`config.mk`:
```
export PLATFORM = sky130hd
export DESIGN_NAME = sram_async_ctrl
export DESIGN_NICKNAME = d
export VERILOG_FILES = /design/src/rtl/sram_ctrl_pkg.sv /design/src/rtl/sram_pwr_gate.sv /design/src/rtl/sram_phase_timer.sv /design/src/rtl/sram_pin_decode.sv /design/src/rtl/sram_async_ctrl.sv
export SDC_FILE = /design/constraint.sdc
export NUM_CORES = 1
export LEC_CHECK = 0
export BUFFER_PORTS_ARGS = -buffer_cell sky130_fd_sc_hd__buf_2
export CAP_MARGIN = 20
export CELL_PAD_IN_SITES_DETAIL_PLACEMENT = 1
export CELL_PAD_IN_SITES_GLOBAL_PLACEMENT = 1
export CORE_MARGIN = 1.5
export CORE_UTILIZATION = 33
export CTS_CLUSTER_DIAMETER = 100
export CTS_CLUSTER_SIZE = 16
export DETAILED_ROUTE_END_ITERATION = 10
export PLACE_DENSITY = 0.83
export SLEW_MARGIN = 20
export SYNTH_ARGS = -nofsm -noshare
export SYNTH_HDL_FRONTEND = slang
export SYNTH_SLANG_ARGS = --single-unit
```
`constraint.sdc`:
```
create_clock -name clk -period 2.2 [get_ports clk]
set_input_delay 0.22 -clock clk [delete_from_list [all_inputs] [get_ports clk]]
set_output_delay 0.22 -clock clk [all_outputs]
set_load 0.02 [all_outputs]
```
`src/rtl/sram_ctrl_pkg.sv`:
```
`timescale 1ns/1ps
package sram_ctrl_pkg;

  typedef enum logic [2:0] {
    ST_IDLE = 3'd0,
    ST_WSET = 3'd1,
    ST_WPUL = 3'd2,
    ST_WREC = 3'd3,
    ST_READ = 3'd4,
    ST_TURN = 3'd5
  } phase_e;

  typedef struct packed {
    logic ce_n;
    logic we_n;
    logic oe_n;
    logic drive;
  } pins_t;

  // Nanoseconds to clock cycles, rounded up, never below one cycle.
  function automatic int unsigned ns2cyc(int unsigned ns, int unsigned per);
    int unsigned c;
    c = (ns + per - 1) / per;
    if (c == 0) c = 1;
    return c;
  endfunction

  function automatic int unsigned umax(int unsigned a, int unsigned b);
    return (a > b) ? a : b;
  endfunction

endpackage

```
`src/rtl/sram_pwr_gate.sv`:
```
`timescale 1ns/1ps
// Power lockout: pwr_ok rises after LOCK consecutive high samples of pwr_good.
module sram_pwr_gate #(
  parameter int unsigned LOCK = 30
) (
  input  logic clk,
  input  logic rst_n,
  input  logic pwr_good,
  output logic pwr_ok
);
  localparam int unsigned CW = $clog2(LOCK + 1);

  logic [CW-1:0] stable_cnt;

  always_ff @(posedge clk or negedge rst_n) begin
    if (!rst_n) begin
      stable_cnt <= '0;
    end else if (!pwr_good) begin
      stable_cnt <= '0;
    end else if (stable_cnt != CW'(LOCK)) begin
      stable_cnt <= stable_cnt + 1'b1;
    end
  end

  assign pwr_ok = (stable_cnt == CW'(LOCK));

endmodule

```
`src/rtl/sram_phase_timer.sv`:
```
`timescale 1ns/1ps
// Down counter: load (length-1) on phase entry; expired marks the final cycle.
module sram_phase_timer #(
  parameter int unsigned TW = 6
) (
  input  logic          clk,
  input  logic          rst_n,
  input  logic          load,
  input  logic [TW-1:0] load_val,
  output logic          expired
);
  logic [TW-1:0] remain;

  always_ff @(posedge clk or negedge rst_n) begin
    if (!rst_n) begin
      remain <= '0;
    end else if (load) begin
      remain <= load_val;
    end else if (remain != '0) begin
      remain <= remain - 1'b1;
    end
  end

  assign expired = (remain == '0);

endmodule

```
`src/rtl/sram_pin_decode.sv`:
```
`timescale 1ns/1ps
// Pin levels for each phase of the access sequence.
module sram_pin_decode
  import sram_ctrl_pkg::*;
(
  input  phase_e phase,
  output pins_t  pins
);
  always_comb begin
    pins = '{ce_n: 1'b1, we_n: 1'b1, oe_n: 1'b1, drive: 1'b0};
    unique case (phase)
      ST_WSET: pins = '{ce_n: 1'b0, we_n: 1'b1, oe_n: 1'b1, drive: 1'b1};
      ST_WPUL: pins = '{ce_n: 1'b0, we_n: 1'b0, oe_n: 1'b1, drive: 1'b1};
      ST_WREC: pins = '{ce_n: 1'b0, we_n: 1'b1, oe_n: 1'b1, drive: 1'b0};
      ST_READ: pins = '{ce_n: 1'b0, we_n: 1'b1, oe_n: 1'b0, drive: 1'b0};
      default: pins = '{ce_n: 1'b1, we_n: 1'b1, oe_n: 1'b1, drive: 1'b0};
    endcase
  end
endmodule

```
`src/rtl/sram_async_ctrl.sv`:
```
`timescale 1ns/1ps
module sram_async_ctrl
  import sram_ctrl_pkg::*;
#(
  parameter int unsigned CLK_PERIOD_NS = 5,
  parameter int unsigned ADDR_W        = 13,
  parameter int unsigned DATA_W        = 8,
  parameter int unsigned T_CYCLE_NS    = 150,
  parameter int unsigned T_ACC_NS      = 150,
  parameter int unsigned T_OE_ACC_NS   = 70,
  parameter int unsigned T_OE_HIZ_NS   = 50,
  parameter int unsigned T_WP_NS       = 90,
  parameter int unsigned T_WREC_NS     = 10,
  parameter int unsigned T_DS_NS       = 60
) (
  input  logic              clk,
  input  logic              rst_n,
  input  logic              pwr_good,
  input  logic              req_valid,
  output logic              req_ready,
  input  logic              req_write,
  input  logic [ADDR_W-1:0] req_addr,
  input  logic [DATA_W-1:0] req_wdata,
  output logic              rd_valid,
  output logic [DATA_W-1:0] rd_data,
  output logic [ADDR_W-1:0] sram_addr,
  output logic [DATA_W-1:0] sram_dq_o,
  output logic              sram_dq_oe,
  input  logic [DATA_W-1:0] sram_dq_i,
  output logic              sram_ce_n,
  output logic              sram_ce,
  output logic              sram_we_n,
  output logic              sram_oe_n
);
  // Cycle counts derived from the nanosecond figures.
  localparam int unsigned C_CYC  = ns2cyc(T_CYCLE_NS,  CLK_PERIOD_NS);
  localparam int unsigned C_ACC  = ns2cyc(T_ACC_NS,    CLK_PERIOD_NS);
  localparam int unsigned C_OEA  = ns2cyc(T_OE_ACC_NS, CLK_PERIOD_NS);
  localparam int unsigned C_HIZ  = ns2cyc(T_OE_HIZ_NS, CLK_PERIOD_NS);
  localparam int unsigned C_WP   = ns2cyc(T_WP_NS,     CLK_PERIOD_NS);
  localparam int unsigned C_WR   = ns2cyc(T_WREC_NS,   CLK_PERIOD_NS);
  localparam int unsigned C_DS   = ns2cyc(T_DS_NS,     CLK_PERIOD_NS);

  // Phase lengths. Data is driven from the setup cycle on, so the pulse
  // only has to cover the data setup minus that one cycle.
  localparam int unsigned LEN_WSET = 1;
  localparam int unsigned LEN_WPUL = umax(C_WP, (C_DS > 1) ? C_DS - 1 : 1);
  localparam int unsigned LEN_WREC = umax(C_WR,
      (C_CYC > 1 + LEN_WPUL) ? C_CYC - 1 - LEN_WPUL : 1);
  localparam int unsigned LEN_READ = umax(C_CYC, umax(C_ACC, C_OEA));
  localparam int unsigned LEN_TURN = C_HIZ;
  localparam int unsigned LEN_MAX  = umax(umax(LEN_WPUL, LEN_WREC),
                                          umax(LEN_READ, LEN_TURN));
  localparam int unsigned TW       = $clog2(LEN_MAX + 1);

  function automatic logic [TW-1:0] phase_len(phase_e p);
    int unsigned len;
    unique case (p)
      ST_WSET: len = LEN_WSET;
      ST_WPUL: len = LEN_WPUL;
      ST_WREC: len = LEN_WREC;
      ST_READ: len = LEN_READ;
      ST_TURN: len = LEN_TURN;
      default: len = 1;
    endcase
    return TW'(len - 1);
  endfunction

  // Named internal events (observed by the bound checker).
  phase_e            phase_q, phase_nx;
  logic              pwr_ok;
  logic              phase_done;
  logic              acc_accept;
  logic              rd_capture;
  logic              we_release;
  logic              timer_load;
  logic [TW-1:0]     timer_val;
  pins_t             pins;

  logic [ADDR_W-1:0] addr_q;
  logic [DATA_W-1:0] wdata_q;
  logic              rd_valid_q;
  logic [DATA_W-1:0] rd_data_q;

  sram_pwr_gate #(.LOCK(C_CYC)) u_pwr (
    .clk      (clk),
    .rst_n    (rst_n),
    .pwr_good (pwr_good),
    .pwr_ok   (pwr_ok)
  );

  sram_phase_timer #(.TW(TW)) u_timer (
    .clk      (clk),
    .rst_n    (rst_n),
    .load     (timer_load),
    .load_val (timer_val),
    .expired  (phase_done)
  );

  sram_pin_decode u_pins (
    .phase (phase_q),
    .pins  (pins)
  );

  assign req_ready  = (phase_q == ST_IDLE) && pwr_ok && pwr_good;
  assign acc_accept = req_ready && req_valid;
  assign rd_capture = (phase_q == ST_READ) && phase_done && pwr_good;
  assign we_release = (phase_q == ST_WPUL) && phase_done;

  always_comb begin
    phase_nx = phase_q;
    unique case (phase_q)
      ST_IDLE: if (acc_accept) phase_nx = req_write ? ST_WSET : ST_READ;
      ST_WSET: if (phase_done) phase_nx = ST_WPUL;
      ST_WPUL: if (phase_done) phase_nx = ST_WREC;
      ST_WREC: if (phase_done) phase_nx = ST_IDLE;
      ST_READ: if (phase_done) phase_nx = ST_TURN;
      ST_TURN: if (phase_done) phase_nx = ST_IDLE;
      default: phase_nx = ST_IDLE;
    endcase
    if (!pwr_good) phase_nx = ST_IDLE;
  end

  assign timer_load = (phase_nx != phase_q);
  assign timer_val  = phase_len(phase_nx);

  always_ff @(posedge clk or negedge rst_n) begin
    if (!rst_n) begin
      phase_q    <= ST_IDLE;
      addr_q     <= '0;
      wdata_q    <= '0;
      rd_valid_q <= 1'b0;
      rd_data_q  <= '0;
    end else begin
      phase_q    <= phase_nx;
      rd_valid_q <= rd_capture;
      if (acc_accept) begin
        addr_q  <= req_addr;
        wdata_q <= req_wdata;
      end
      if (rd_capture) rd_data_q <= sram_dq_i;
    end
  end

  assign rd_valid   = rd_valid_q;
  assign rd_data    = rd_data_q;
  assign sram_addr  = addr_q;
  assign sram_dq_o  = wdata_q;
  assign sram_dq_oe = pins.drive;
  assign sram_ce_n  = pins.ce_n;
  assign sram_we_n  = pins.we_n;
  assign sram_oe_n  = pins.oe_n;
  assign sram_ce    = pwr_ok;

endmodule

```
==> flow_summary.toml, run 1 <==
[detailed_routing]
dr_total_vias = 1980
drc = 0
drtIter0Drc = 45
wl_microns = 6136
antenna_left = 0
met2WireLength_microns = 3248
wl_met3_microns = 277
wl_per_cell_microns = 14.93
drt-met1-wl_microns = 2558
topRoutingLayerUsed = "met4"
via_per_inst = 4.818
firstDrtPassIters = 4

[logic_synthesis]
yosys.area_share.adder_pct = 1.824
ys_seq_elements = 43
synth_xor_area_share_pct = 0.8511
synth_area_leader_cell = "dfrtp_1"
yosysTopAreaCellShare_pct = 52.28
synthSimpleGateAreaFrac_pct = 27.60
synth_cells = 231
synth_area_per_cell_sq_um = 8.910
synth_cell_types = 44
synth-async-reset-ratio_pct = 100.0
yosysSeqAreaShare_pct = 52.28
synth-main-ff-cell = "dfrtp_1"
ys_top_cells_by_area = "dfrtp_1 (52%), nand2_1 (17%), ha_1 (1.8%)"
synth_top_family_by_area = "simple AND/OR/NAND/NOR gates"
synth_compound_area_share_pct = 11.06
syn_nets = 268
synth.area.mux_share_pct = 0.9726
synth_edf_count = 0
synth_area_sq_um = 2058
yosys_warnings = 0

[placement]
gp_congestion = 0.8495
placed_cell_area_sq_um = 2678
place.detailed.hpwl_microns = 4495
io_buffers = 69

[pwr]
p_leak_nw = 1.674
power_w = 0.002010
powerDensity_nw_per_um2 = 696.0
ir_drop_uv = 332.3

[global_routing]
grt_pass1_wl_microns = 9473
grt_usage_pct = 18.82
grt_pass1_vias = 1973
grt_max_degree = 23
grt_overflow_total = 0
antenna_found_initial = 0

[finish]
fin_util_pct = 48.49
area_growth_syn_to_layout_pct = 40.30
layout-drive-gt1-share_pct = 40.18
fin_area_sq_um = 2888
antennaDiodeCount = 0
nets = 372

[floorplan]
core_area_sq_um = 5956
die_area_sq_um = 6720
io_pins = 70
die_h_microns = 81.98
rows = 28
die_w_microns = 81.98
start_util_pct = 34.56

[setup_path]
reg2reg_slack_ps = -60
r2r-end = "u_timer.remain[4]"
crit_type = "reg -> reg"
crit_fanout = 4
cp-start-kind = "flip-flop"
worst_setup_path_end_kind = "flip-flop"
crit_path_start = "phase_q[0]"
cp_num_buf_inv = 1
required_ps = 2390
rr_worst_depth = 11
crit_path_top_delay_cell = "dfrtp_1"
r2r-start = "phase_q[0]"
cp.arrival_ps = 2450
slowest_delay_ps = 410
path_cells = "nor4b_4 -> and3_4 -> nand2_4 -> a21o_1 -> clkinv_2 -> a21oi_2 -> mux2i_1 -> ha_2 -> a31oi_1 -> o221ai_2 -> o22ai_2"
crit_family = "simple AND/OR/NAND/NOR gates"

[timing]
finalSetupViolations = 2
clock_skew_ps = 5.323
slew_headroom_pct = 72.32
fin_ws_ps = -55.60
grt_setup_unrepaired = "yes"
fin_crit_sh_pct = 102.5
drv_slew = 0
hold_viol = 0
fmax_mhz = 443.3
tightest_slew_ps = 415.2
period_needed_ps = 2256

[clock_tree]
cts_buffers = 5
cts_tree = "done"
clk_latency_ps = 300
clockBufferDepth = 2
clk_pin_slew_ps = 90
root_buffer = "clkbuf_8"
htree_levels = 2
clock_sinks = 43

[outcome]
violations = "setup timing"
outcome = "complete, but fails checks"

[hold_path]
worstHoldPathCells = 3
hold_end = "rd_data[5]"
hold_class = "in -> reg"
min-delay-start = "sram_dq_i[5]"

[job]
maxCapViolCount = 0
## flip-flops by register name, indices dropped and copies added (netlist names)
| name | cells |
|---|---|
| sram_dq_o | 8 |
| phase_q | 3 |
| sram_addr | 13 |
| rd_valid | 1 |
| rd_data | 8 |
| u_pwr.stable_cnt | 5 |
| u_timer.remain | 5 |
## cells by family (layout without fill, tap and decap cells)
family / after synthesis / after routing
adders and majority gates: 3 / 3
DFF: 43 / 43
xor gates and xnor gates: 2 / 2
and+or+nand+nor: 127 / 127
muxes: 2 / 2
AOI/OAI and AO/OA: 31 / 31
buffers and inverters: 23 / 128
## cell usage after synthesis, types with 3 or more instances
library cell  count
o211a_1           3
o21ai_1           4
and3_1            3
o21ai_0           4
dfrtp_1          43
a31oi_1           3
nor2_1            9
clkbuf_1          3
a21oi_1           6
nand2_1          94
nand3_1           5
inv_1            10
ha_1              3
buf_2             4
## worst max-delay path by stage
stage	cells past startpoint	slack (ps)	to
6_report	11	-60	u_timer.remain[4]
5_1_grt	14	-170	u_timer.remain[4]
4_1_cts	11	-50	u_timer.remain[4]
3_5_place_dp	14	-100	u_timer.remain[4]
3_3_place_gp	14	30	u_timer.remain[4]
2_1_floorplan	13	-220	u_timer.remain[4]
## routing by layer
metal / up-vias / GRT usage [%]
met1: 967 / 22.66
met2: 45 / 33.93
met3: 6 / 4.333
met4: 0 / 4.068
li1: 962 / -
met5: - / 0
## metrics by stage
| stage | setup slack (ps) | hold WS [ps] | TNS [ps] | instances |
|---|---|---|---|---|
| after floorplan | -224.9 | -75.59 | -241.3 | 231 |
| after CTS | -47.42 | 97.71 | -61.32 | 408 |
| after global placement | 26.37 | 171.4 | 0 | 396 |
| after global routing | -170.2 | 103.9 | -311.1 | 411 |
| final | -55.60 | 101.4 | -104.4 | 411 |
| after detailed placement | -95.74 | 178.2 | -123.5 | 396 |
## power by group
group	switching, W	internal (W)	total (W)
clock network	0.000291	0.000338	0.000629
registers	0.0000495	0.000847	0.000897
logic	0.000253	0.000231	0.000484
total	0.000593	0.00142	0.00201
## worst min-delay path, delay by kind of cell
kind          cells  cell delay (ps)
simple gates      2               80
buf+inv           1               70
## what timing repair did
| item | 4_1_cts | 5_1_grt |
|---|---|---|
| hold buffers | 1 | 0 |
| endpoints found under the hold margin | 16 | 0 |
| setup endpoints to repair | 2 | 2 |
| gates cloned | 0 | 0 |
| gates resized for setup | 7 | 2 |
| setup buffers | 3 | 3 |
| pin swaps | 8 | 3 |
## cell type report
| class | instances | area (sq um) |
|---|---|---|
| Sequential cell | 43 | 1076 |
| Clock buffer | 5 | 68.82 |
| Timing Repair Buffer | 107 | 633.1 |
| Fill cell | 756 | 3068 |
| Multi-Input combinational cell | 165 | 922.1 |
| Tap cell | 75 | 93.84 |
| Inverter | 13 | 50.05 |
| Clock inverter | 3 | 43.79 |
## cells in the final DEF, fill, tap and decap left out, drive strengths merged, types with 4 or more instances in the layout
master  count
clkbuf      5
clkinv      4
o21ai       8
inv        11
nor2        9
a21oi       8
buf       106
nand3       6
dfrtp      43
nand2      95
(Power assumes the default switching activity.)
==> run 2, diff against run 1 <==
Settings changed: CORE_ASPECT_RATIO from default to 1.25.
==> run 2 against run 1 <==
  * The run still ends with setup timing left
  * Combinational power grew 4%
  * Sequential share of layout area shrank 0.27 points
  * Register-to-register slack is essentially flat
==> flow_summary.toml, run 2 (synthesis gave the netlist of run 1 again) <==
[global_routing]
antenna_found_initial = 0
grt_max_degree = 24
grt_pass1_vias = 2164
grt_usage_pct = 20.00
grt_overflow_total = 0
grt_pass1_wl_microns = 10270

[floorplan]
die_w_microns = 73.64
die_h_microns = 91.30
die_area_sq_um = 6723
io_pins = 70
rows = 32
core_area_sq_um = 6086
start_util_pct = 33.82

[detailed_routing]
drtIter0Drc = 78
drc = 0
wl_microns = 6493
wl_per_cell_microns = 15.35
via_per_inst = 4.714
firstDrtPassIters = 4
dr_total_vias = 1994
antenna_left = 0

[finish]
area_growth_syn_to_layout_pct = 41.34
fin_util_pct = 47.80
mostFrequentLayoutCells = "nand2_1 (93), buf_2 (69), dfrtp_1 (43), buf_4 (39)"
instances_no_fill = 423
final_common_cell = "nand2_1"
layout-drive-gt1-share_pct = 41.42
antennaDiodeCount = 0
fin_area_sq_um = 2909
fill_cells = 768
largest_reg_flops = 13
nets = 374

[clock_tree]
cts_tree = "done"
cts_buffers = 5
clockBufferDepth = 2
root_buffer = "clkbuf_8"
clk_pin_slew_ps = 90
clock_sinks = 43
clk_latency_ps = 310
htree_levels = 2

[pwr]
power_w = 0.002033
switching_share_pct = 29.92
powerDensity_nw_per_um2 = 698.9
p_sw_w = 0.0006083
p_leak_nw = 1.684
combPwrFrac_pct = 24.7
clkPwrFrac_pct = 31.5
ir_drop_uv = 324.0
power_frac_seq_pct = 43.9
power.internal_w = 0.001425

[setup_path]
crit_fanout = 4
r2r-start = "u_pwr.stable_cnt[0]"
cp.arrival_ps = 2470
crit_type = "reg -> reg"
worst_setup_path_end_kind = "flip-flop"
cp-start-kind = "flip-flop"
required_ps = 2400
crit_path_start = "u_pwr.stable_cnt[0]"

[placement]
dp.cells = 406
io_buffers = 69
gp_congestion = 0.8732
place.detailed.hpwl_microns = 4588
placed_cell_area_sq_um = 2690
place_ws_ps = -145.1

[timing]
fin_ws_ps = -69.89
hold_viol = 0
fmax_mhz = 440.6
slew_headroom_pct = 81.00
finalSetupViolations = 1
tightest_slew_ps = 282.8
period_needed_ps = 2270
clock_skew_ps = 9.359
fin_crit_sh_pct = 103.2
grt_setup_unrepaired = "yes"
drv_slew = 0

[outcome]
violations = "setup timing"
outcome = "complete, but fails checks"

[hold_path]
min-delay-start = "sram_dq_i[7]"
hold_class = "in -> reg"

[job]
maxCapViolCount = 0
==> run 2: layout make-up <==
type | instances | area, sq um | share of cell area [%]
Inverter | 13 | 50.05 | 1.720
Tap cell | 85 | 106.4 | 3.656
Multi-Input combinational cell | 165 | 915.9 | 31.48
Clock buffer | 5 | 68.82 | 2.366
Sequential cell | 43 | 1076 | 36.99
Timing Repair Buffer | 109 | 648.1 | 22.28
Clock inverter | 3 | 43.79 | 1.505
==> run 2: routing by layer <==
metal	GRT usage (%)	vias up	share of wire, %
met5	0	-	0
met4	8.488	0	3.1
met3	4.218	18	3.6
met2	35.66	47	56
met1	22.22	968	37
li1	-	961	-
==> run 2: worst paths after layout <==
check	end	slack (ps)	cells past startpoint
worst max-delay path	u_timer.remain[4]	-70	14
worst min register to register	sram_dq_o[3]	470	2
min in group asynchronous	sram_addr[5]	250	2
max in group asynchronous	u_timer.remain[0]	1460	3
worst max register to register	u_timer.remain[4]	-70	14
worst min-delay path	rd_data[7]	90	3
==> run 2: critical path, cell delays in order (launching register included) <==
cell      delay [ps]
dfrtp_1          400
inv_2             90
ha_4             130
nand4_1          110
inv_2            110
and3_4           200
nand2_4           60
a21o_1           200
clkinv_2          70
a21oi_2           40
mux2i_2          160
ha_2             240
a31oi_1          100
o221ai_2         170
o22ai_2           90
==> run 2: through the flow <==
step	setup TNS, ps	hold WS, ps
6_report	-69.89	94.11
5_1_grt	-334.0	94.56
4_1_cts	-79.97	87.22
3_5_place_dp	-153.4	38.52
3_3_place_gp	0	33.23
2_1_floorplan	-241.3	-75.59
==> run 2: power by group through the flow <==
| stage | registers, W | clock network, W | logic, W |
|---|---|---|---|
| 5_1_grt | 0.000899 | 0.000686 | 0.000548 |
| 2_1_floorplan | 0.000908 | 0 | 0.000236 |
| 6_report | 0.000892 | 0.000640 | 0.000502 |
| 3_3_place_gp | 0.000900 | 0 | 0.000446 |
| 3_5_place_dp | 0.000904 | 0 | 0.000479 |
| 4_1_cts | 0.000891 | 0.000659 | 0.000486 |
==> run 2: repair_timing <==
item | in CTS | in global routing
resized for setup | 6 | 4
pin swaps | 7 | 6
setup endpoints to repair | 2 | 4
hold buffers | 1 | 0
gates cloned | 0 | 0
buffers inserted | 4 | 4
hold endpoints to repair | 43 | 0
==> run 3, diff against run 2 <==
==> constraint.sdc (replaced) <==
create_clock -name clk -period 2.2 [get_ports clk]
set_input_delay 0.44 -clock clk [delete_from_list [all_inputs] [get_ports clk]]
set_output_delay 0.44 -clock clk [all_outputs]
set_load 0.02 [all_outputs]
==> run 3 against run 2 <==
  * The flow still finishes with violations (setup timing)
  * First-iteration DRC count shrank 40%
  * Clock-buffer cell count grew 2
  * Register-to-register slack lost 180 ps
  * Routed wire length grew 11%
  * Combinational power grew 12%
  * Via count grew 7.0%
  * Final area grew 6.0%
  * Maximum frequency shrank 7.4%
  * Clock skew shrank 0.54 ps
  * Setup slack lost 180 ps
==> flow_summary.toml, run 3 (synthesis gave the netlist of run 1 again) <==
[global_routing]
antenna_found_initial = 0
grt_max_degree = 26
grt_usage_pct = 22.88
grt_pass1_vias = 2354
grt_overflow_total = 0
grt_pass1_wl_microns = 11660

[pwr]
power_w = 0.001994
power.internal_w = 0.001380
combPwrFrac_pct = 28.1
p_leak_nw = 1.766
powerDensity_nw_per_um2 = 646.8
clkPwrFrac_pct = 26.9
power_frac_seq_pct = 44.9
p_sw_w = 0.0006139
switching_share_pct = 30.79
ir_drop_uv = 366.8

[setup_path]
cp_num_buf_inv = 1
cp.arrival_ps = 2630
r2r-end = "u_timer.remain[4]"
crit_type = "reg -> reg"
endpoint = "u_timer.remain[4]"
worst_setup_path_end_kind = "flip-flop"
crit_path_start = "phase_q[0]"
required_ps = 2380
reg2reg_slack_ps = -250
crit_path_top_delay_cell = "dfrtp_1"
cp-start-kind = "flip-flop"
path_cells = "nor4b_4 -> buf_4 -> nand3_4 -> o221ai_2 -> nand2b_1 -> a21oi_2 -> mux2i_1 -> ha_2 -> o211a_1 -> a21oi_2 -> o22ai_2"
slowest_delay_ps = 420
path_common_cell = "a21oi_2"
worst-path-stages = 11
r2r-start = "phase_q[0]"
crit_family = "compound AO/OA/AOI/OAI gates"
rr_worst_depth = 11
crit_fanout = 4

[placement]
io_buffers = 69
gp_congestion = 0.8288
place.detailed.hpwl_microns = 4640
place_ws_ps = -169.0

[timing]
hold_viol = 0
clock_skew_ps = 8.816
fin_crit_sh_pct = 111.4
period_needed_ps = 2450
slew_headroom_pct = 61.60
finalSetupViolations = 2
fin_ws_ps = -250.0
drv_slew = 0
grt_setup_unrepaired = "yes"
tightest_slew_ps = 576.0
finalSetupTns_ps = -399.9
fmax_mhz = 408.2

[floorplan]
die_w_microns = 73.64
io_pins = 70
die_h_microns = 91.30
core_area_sq_um = 6086
rows = 32
die_area_sq_um = 6723
start_util_pct = 33.82

[detailed_routing]
wl_microns = 7179
dr_total_vias = 2134
drtIter0Drc = 47
topRoutingLayerUsed = "met4"
drt-met1-wl_microns = 2692
firstDrtPassIters = 4
met2WireLength_microns = 3866
wl_per_cell_microns = 16.24
drc = 0
antenna_left = 0
via_per_inst = 4.828
wl_met3_microns = 223

[hold_path]
hold_class = "in -> async"

[finish]
largest_reg_flops = 13
antennaDiodeCount = 0
mostFrequentLayoutCells = "nand2_1 (92), buf_2 (68), buf_4 (58), dfrtp_1 (43), inv_1 (9)"
layout-drive-gt1-share_pct = 45.38
final_common_cell = "nand2_1"
area_growth_syn_to_layout_pct = 49.79
nets = 393

[clock_tree]
cts_hold_buffers = 0
clk_latency_ps = 300
cts_tree = "done"
clockBufferDepth = 2
root_buffer = "clkbuf_8"
cts_buffers = 5
clk_pin_slew_ps = 90
htree_levels = 2
clock_sinks = 43

[outcome]
violations = "setup timing"
outcome = "complete, but fails checks"

[job]
maxCapViolCount = 0
==> run 3: through the flow <==
step | utilization, % | cell area (sq um) | cells | hold WS, ps
6_report | 50.66 | 3083 | 442 | 124.7
5_1_grt | 50.66 | 3083 | 442 | 161.2
4_1_cts | 49.30 | 3000 | 438 | 149.2
3_5_place_dp | 44.57 | 2713 | 409 | 457.5
3_3_place_gp | 44.57 | 2713 | 409 | 451.6
2_1_floorplan | - | 2067 | 231 | 144.4
==> run 3: power by group through the flow <==
stage          registers [W]  clock network, W  logic [W]
3_3_place_gp        0.000900                 0   0.000446
6_report            0.000896          0.000537   0.000561
2_1_floorplan       0.000908                 0   0.000236
4_1_cts             0.000889          0.000547   0.000521
5_1_grt             0.000899          0.000584   0.000617
3_5_place_dp        0.000903                 0   0.000472
==> run 3: how the worst min path moves through the flow <==
| stage | start | end | depth (start not counted) |
|---|---|---|---|
| floorplan | rst_n | phase_q[0] | 0 |
| global placement | sram_dq_o[3] | sram_dq_o[3] | 2 |
| detailed placement | rd_data[0] | rd_data[0] | 2 |
| CTS | rst_n | sram_addr[10] | 1 |
| global route | rst_n | sram_addr[10] | 1 |
| finish | rst_n | sram_addr[10] | 1 |
==> run 3: repair_timing <==
item / CTS / global route
setup buffers: 21 / 7
resized for setup: 9 / 12
cloned: 0 / 0
pin swaps: 11 / 8
endpoints found under the setup margin: 2 / 7
==> run 3: area by class of cell <==
type / count / area (sq um)
sequential: 43 / 1076
clock buffer: 7 / 86.33
tap: 85 / 106.4
multi-input combinational: 165 / 957.2
clock inverter: 1 / 8.758
fill: 764 / 3003
timing repair buffer: 128 / 798.3
inverter: 13 / 50.05
==> run 3: worst reg2reg max path, stage by stage, from the launching register on <==
cell,delay (ps)
dfrtp_1,420
nor4b_4,380
buf_4,190
nand3_4,100
o221ai_2,220
nand2b_1,130
a21oi_2,170
mux2i_1,100
ha_2,240
o211a_1,160
a21oi_2,130
o22ai_2,90
==> run 3: metal layers <==
layer,GRT usage [%],up-vias
li1,-,1002
met1,25.59,1033
met2,39.64,69
met3,3.996,30
met4,12.96,0
met5,0,-
